**config.mk**
```make
export PLATFORM = sky130hd
export DESIGN_NAME = pc_stack_seq
export DESIGN_NICKNAME = d
export VERILOG_FILES = /design/src/rtl/pc_stack_seq.sv
export SDC_FILE = /design/constraint.sdc
export NUM_CORES = 1
export LEC_CHECK = 0
export ABC_AREA = 1
export BUFFER_PORTS_ARGS = -buffer_cell sky130_fd_sc_hd__buf_2
export CAP_MARGIN = 10
export CORE_ASPECT_RATIO = 0.75
export CORE_MARGIN = 3
export CORE_UTILIZATION = 53
export CTS_CLUSTER_DIAMETER = 30
export DETAILED_ROUTE_END_ITERATION = 10
export HOLD_SLACK_MARGIN = 0.06
export PLACE_DENSITY = 0.8
export SYNTH_ARGS = -nofsm -noshare
export SYNTH_HDL_FRONTEND = slang
export SYNTH_SLANG_ARGS = --single-unit
```
**constraint.sdc**
```tcl
create_clock -name clk -period 2.3 [get_ports clk]
set_input_delay 0.23 -clock clk [delete_from_list [all_inputs] [get_ports clk]]
set_output_delay 0.23 -clock clk [all_outputs]
set_load 0.03 [all_outputs]
```
**src/rtl/pc_stack_seq.sv**
```systemverilog
module pc_stack_seq #(
  parameter int          AW       = 12,
  parameter int          NKEY     = 16,
  parameter logic [AW-1:0] RESET_PC = 12'h200,
  parameter logic [AW-1:0] SP_INIT  = 12'hEFE
) (
  input  logic            clk,
  input  logic            rst_n,
  input  logic            step,
  input  logic            issue,
  input  logic [15:0]     op,
  input  logic [7:0]      rx,
  input  logic [7:0]      ry,
  input  logic [7:0]      rx0,
  input  logic [NKEY-1:0] keys,
  input  logic            resume,
  input  logic [15:0]     mem_rdata,
  input  logic            mem_rvalid,
  output logic [AW-1:0]   pc,
  output logic [AW-1:0]   sp,
  output logic            mem_req,
  output logic            mem_we,
  output logic [AW-1:0]   mem_addr,
  output logic [15:0]     mem_wdata,
  output logic            busy,
  output logic            halted
);
  localparam int KW = (NKEY > 1) ? $clog2(NKEY) : 1;
  localparam logic [AW-1:0] TWO = AW'(2);

  logic [3:0]    grp;
  logic [7:0]    imm;
  logic [AW-1:0] tgt;
  logic          key_on, live, take_skip;
  logic [AW-1:0] pc_n, sp_n, addr_n;
  logic [15:0]   wd_n;
  logic          req_n, we_n, busy_n, halt_set;

  assign grp    = op[15:12];
  assign imm    = op[7:0];
  assign tgt    = AW'(op[11:0]);
  assign key_on = keys[rx[KW-1:0]];
  assign live   = issue && !halted && !busy;

  always_comb begin
    take_skip = 1'b0;
    case (grp)
      4'h3: take_skip = (rx == imm);
      4'h4: take_skip = (rx != imm);
      4'h5: take_skip = (op[3:0] == 4'h0) && (rx == ry);
      4'h9: take_skip = (op[3:0] == 4'h0) && (rx != ry);
      4'hE: take_skip = ((imm == 8'h9E) && key_on) || ((imm == 8'hA1) && !key_on);
      default: take_skip = 1'b0;
    endcase
  end

  always_comb begin
    pc_n     = pc;
    sp_n     = sp;
    addr_n   = mem_addr;
    wd_n     = mem_wdata;
    req_n    = 1'b0;
    we_n     = 1'b0;
    busy_n   = busy;
    halt_set = 1'b0;
    if (busy) begin
      if (mem_rvalid) begin
        pc_n   = mem_rdata[AW-1:0];
        busy_n = 1'b0;
      end
    end else if (live) begin
      case (grp)
        4'h0: if (op == 16'h00EE) begin
          sp_n   = sp + TWO;
          addr_n = sp + TWO;
          req_n  = 1'b1;
          busy_n = 1'b1;
        end
        4'h1: begin
          pc_n     = tgt;
          halt_set = ((tgt + TWO) == pc);
        end
        4'h2: begin
          req_n  = 1'b1;
          we_n   = 1'b1;
          addr_n = sp;
          wd_n   = 16'(pc);
          sp_n   = sp - TWO;
          pc_n   = tgt;
        end
        4'hB: pc_n = tgt + AW'(rx0);
        default: if (take_skip) pc_n = pc + TWO;
      endcase
    end else if (step && !halted) begin
      pc_n = pc + TWO;
    end
  end

  always_ff @(posedge clk) begin
    if (!rst_n) begin
      pc        <= RESET_PC;
      sp        <= SP_INIT;
      mem_req   <= 1'b0;
      mem_we    <= 1'b0;
      mem_addr  <= '0;
      mem_wdata <= '0;
      busy      <= 1'b0;
      halted    <= 1'b0;
    end else begin
      pc        <= pc_n;
      sp        <= sp_n;
      mem_req   <= req_n;
      mem_we    <= we_n;
      mem_addr  <= addr_n;
      mem_wdata <= wd_n;
      busy      <= busy_n;
      if (resume)        halted <= 1'b0;
      else if (halt_set) halted <= 1'b1;
    end
  end
endmodule

```
; Yosys cells after proc, flatten, opt, wreduce, memory -nomap -nowiden
; Index checks and enable logic that the tools add are counted.
[word_totals]
output_inout_bits = 56
wordCells = 80
in_bits = 78
register_bits = 52
[op_classes]
bitwise = 3
addsub = 5
n_eq_ne = 20
reduce_logical = 21
magnitude_cmp = 1
n_mux = 22
[ops]
columns = op, count
row1 = 12-bit 2-to-1 mux, 6
row2 = 12-bit case mux with 2 select lines, 2
row3 = "12-bit by 2-bit adder with 12-bit output, second input constant", 3
row4 = 12-bit case mux with 3 select lines, 1
row5 = "16-bit by 8-bit equality test with 1-bit output, second input constant", 1
row6 = 8-bit equality test, 2
row7 = "8-bit equality test, second input constant", 2
row8 = 8-bit != test, 2
row9 = 12-bit by 8-bit adder with 12-bit output, 1
row10 = 12-bit equality test, 1
row11 = "4-bit equality test, second input constant", 3
row12 = "12-bit by 2-bit subtractor with 12-bit output, second input constant", 1
row13 = 1-bit 2-to-1 mux, 10
row14 = "4-bit by 2-bit equality test with 1-bit output, second input constant", 2
row15 = "4-bit by 3-bit equality test with 1-bit output, second input constant", 2
row16 = 4-bit zero test, 2
row17 = 4-bit AND reduction, 2
row18 = 1-bit logical AND, 7
row19 = "4-bit by 5-bit less-than comparator with 1-bit output, second input constant", 1
row20 = "5-bit by 3-bit != test with 1-bit output, second input constant", 1
row21 = 1-bit case mux with 5 select lines, 1
row22 = 1-bit binary-select mux with 4-bit select, 1
row23 = "4-bit by 1-bit equality test with 1-bit output, second input constant", 1
row24 = "2-bit != test, second input constant", 2
row25 = other kinds (10), 15

; Longest topological paths before layout
[depth]
depth_word = 10
ltp_mapped = 17

; Worst setup path before layout
; No wires, ideal clock.
[synth_path]
path_type = reg2reg
startpoint = register pc[1]
endpoint = register pc[11]
stages_incl_launch_ff = 12
slack_ns = 0.336
arrival_time_ns = 1.851
n_path_buf = 0
required_time_ns = 2.187
period_less_slack_ns = 1.964
cell_sequence = dfxtp_1 -> ha_1 -> nand3_1 -> nor2_1 -> nand2_1 -> nor2_1 -> nand3_1 -> xor2_1 -> a22oi_1 -> nand2_1 -> nor2_1 -> nor2_1
[synth_via]
elab_chain_len = 5
word_cells_on_any_way = 6
[synth_lines]
columns = element, line_no
row1 = start: declaration, 19  ; output logic [AW-1:0] pc,
row2 = start signal: assignment, 110  ; pc <= pc_n;
row3 = 12-bit by 2-bit adder with 12-bit output (*), "92, 95"
row4 = 12-bit 2-to-1 mux, 92  ; default: if (take_skip) pc_n = pc + TWO;
row5 = 12-bit case mux with 3 select lines, 72  ; case (grp)
row6 = 12-bit 2-to-1 mux (*), 71  ; end else if (live) begin
row7 = 12-bit 2-to-1 mux (*), 66  ; if (busy) begin
; Every way passes the cells marked *; elsewhere a longest branch is shown, timed or not. The select of a mux whose other input is x is not followed.
; A chain may end at the register's enable or synchronous reset.

; Worst setup path after layout
[layout_path]
startpoint = register pc[2]
endpoint = register pc[11]
; The elaborated chain is that of the path after synthesis.

==> flow_summary.ini <==
[outcome]
status = finished clean

[detailed_routing]
ant_nets = 0
dr_wl_met3_microns = 1030
wl_per_cell_microns = 13.9
wl_met1_microns = 5500
top_layer_used = met4
drt_pass1_iterations = 5
wl_met2_microns = 6080
via_per_inst = 5.48
drtIter0Drc = 427
num_vias = 5038
totalWireLength_microns = 12800
drcViolationCount = 0

[critical_path]
crit_required_ps = 2510
crit_slowest_cell = dfxtp_1
r2r_slack_ps = 290
setup.worst_path.class = reg2reg
startpoint_type = flop
worst_ep_arrival_time_ps = 2210
slowest_delay_ps = 480
critical_path.most_common_cell = nor2_1
path_cells = ha_1 > nand3_1 > nor2_1 > nand2_1 > nor2_1 > nand3_1 > xor2_1 > a22oi_1 > nand2_1 > nor2_1 > nor2_1
reg2reg_depth = 11
worstSetupEndpointType = flop
cp_max_fo = 6

[pwr]
p_seq_share_pct = 42.8
ir_drop_v = 0.000327
internal_power_uw = 1390
p_clk_share_pct = 22.8
powerDensity_nw_per_um2 = 442
sw_frac_of_total_pct = 37.8
power_switching_uw = 847
p_comb_share_pct = 34.4
total_leakage_power_uw = 0.00265

[floorplan]
initial_core_util_pct = 55.2
row_count = 28
fp.dieW_microns = 111
die_area_sq_um = 9420
core_area_sq_um = 7950
chipHeight_microns = 84.8
io_pins = 134

[sta]
hold_viol_final = 0
skew_ps = 7.27
drv_slew = 0
fmax_mhz = 498
finalWorstSetupSlack_ps = 293
hold_ws_ps = 176
setup_viol = 0
rsz0062_at_grt = false
fin_crit_ps = 2010
worst_pin_slew_ps = 633
setup_tns_ps = 0
fin_crit_sh_pct = 87.3
slew_headroom_pct = 57.5

[logic_synthesis]
avgSynthCellArea_sq_um = 6.21
async_reset_ff_share_pct = 0
synthCells = 706
synthFlopType = dfxtp_1
synth-edff-count = 0
yosys_warnings = 0
yosysUniqueCellTypes = 52
ys_ff_latch = 50
ys_seq_area_share_pct = 22.8
syn-cell-area_sq_um = 4390

[clock_tree]
clock_path_buffers = 2
clk_pin_slew_ps = 100
postCtsSetupRepairBufs = 0
cts-root-buf = clkbuf_8
insertion_delay_ps = 310
post_cts_resized = 0
cts_hold_buffers = 0
cts_buffers = 5
cts_tree = done
htreeDepth = 2
cts_sinks = 50

[placed_design]
gp_congestion = 0.901
place_ws_ps = 158
port_buffers = 123
placed_cells = 913
dp_hpwl_microns = 10000

[final_layout]
antenna_cells = 0
drive_gt1_share_pct = 20.0
num-nets-final = 908
fillers = 746
finalNonFillerCells = 920
areaGrowthSynthToFinish_pct = 15.7

[grt]
gr-total-overflow = 0
grt_max_degree = 36
grt_use_total_pct = 26.4
grt_pass1_wl_microns = 21000
grt_pass1_vias = 4570
antenna_found_initial = 0

[hold_path]
hp-class = in2reg
whs_path_depth = 3

[run]
drv_cap = 0
==> layer usage <==
layer	vias to the layer above	track usage, %
met1	2311	34.9
met2	202	45.4
met5	-	0
met4	0	5.41
li1	2507	-
met3	18	5.12
==> cell usage after synthesis, types with 2 or more instances <==
| cell type | count | area [sq um] |
|---|---|---|
| nand2_1 | 170 | 638 |
| inv_1 | 78 | 293 |
| nor2_1 | 76 | 285 |
| nand3_1 | 60 | 300 |
| o21ai_0 | 52 | 260 |
| dfxtp_1 | 50 | 1000 |
| a21oi_1 | 45 | 225 |
| xnor2_1 | 21 | 184 |
| xor2_1 | 21 | 184 |
| ha_1 | 14 | 175 |
| nor3_1 | 13 | 65.1 |
| buf_2 | 9 | 45.0 |
| buf_4 | 7 | 52.6 |
| inv_2 | 7 | 26.3 |
| nand4_1 | 7 | 43.8 |
| a31oi_1 | 6 | 37.5 |
| clkbuf_1 | 6 | 22.5 |
| o211ai_1 | 6 | 45.0 |
| a22oi_1 | 5 | 37.5 |
| o21ai_1 | 5 | 25.0 |
| clkbuf_2 | 4 | 20.0 |
| or2_2 | 4 | 25.0 |
| nor2_4 | 3 | 33.8 |
| a21o_1 | 2 | 15.0 |
| buf_1 | 2 | 7.51 |
| buf_6 | 2 | 22.5 |
| nand2_2 | 2 | 12.5 |
| nand2_4 | 2 | 22.5 |
| nand3_4 | 2 | 35.0 |
| nor4_1 | 2 | 12.5 |
| o22ai_1 | 2 | 12.5 |
==> layout make-up <==
type                       instances  area, sq um  share of cell area, %
sequential                        50         1000                   19.7
inverter                          86          323                   6.36
clock buffer                       6         72.6                   1.43
timing repair buffer             130          668                   13.2
tap                              105          131                   2.59
multi-input combinational        542         2870                   56.6
clock inverter                     1         7.51                  0.148
==> worst max-delay path: cells and delay by family, from the launching register on <==
kind,cells,cell delay [ps]
AND/OR/NAND/NOR,8,880
adder cells (fa/ha/maj),1,240
XOR/XNOR,1,160
AO/OA/AOI/OAI,1,140
flip-flops,1,480
==> state kept, by name, summed over array words and instances (netlist names) <==
register   count
mem_addr      11
mem_req        1
mem_wdata     12
halted         1
busy           1
mem_we         1
sp            11
pc            12
==> power groups by stage <==
stage	logic (uW)	clock network (uW)	registers, uW
2_1_floorplan	486	0	1040
3_3_place_gp	739	0	976
3_5_place_dp	762	0	979
4_1_cts	765	520	958
5_1_grt	855	559	966
6_report	772	510	959
==> per-stage QoR <==
| step | total power, uW | instance area (sq um) | util [%] |
|---|---|---|---|
| global route | 2380 | 5070 | 63.8 |
| floorplan | 1520 | 4410 | - |
| detailed placement | 1740 | 4990 | 62.8 |
| CTS | 2240 | 5070 | 63.8 |
| finish | 2240 | 5070 | 63.8 |
| global placement | 1720 | 4990 | 62.8 |
==> path summary, 6_finish.rpt <==
kind | startpoint | to
max | pc[2] | pc[11]
min | resume | halted
max reg2reg | pc[2] | pc[11]
min reg2reg | mem_wdata[1] | mem_wdata[1]
==> kinds of logic after synthesis <==
logic type               Yosys count  synth area share, %
AO/OA/AOI/OAI                    133                 17.4
XOR/XNOR                          42                 8.39
adder cells (fa/ha/maj)           15                 4.45
buffers and inverters            119                 12.2
flip-flops                        50                 22.8
other                              1               0.0855
AND/OR/NAND/NOR                  346                 34.7
==> cells in the final DEF, fill, tap and decap left out, drive strengths merged, types with 7 or more instances in the layout <==
cell,synthesis,layout
nand2,174,174
buf,21,130
inv,85,85
nor2,80,80
nand3,63,63
o21ai,58,58
dfxtp,50,50
a21oi,46,46
xnor2,21,21
xor2,21,21
nor3,15,15
ha,14,14
nand4,7,7
Note: power is estimated with default switching activity, not from simulation.
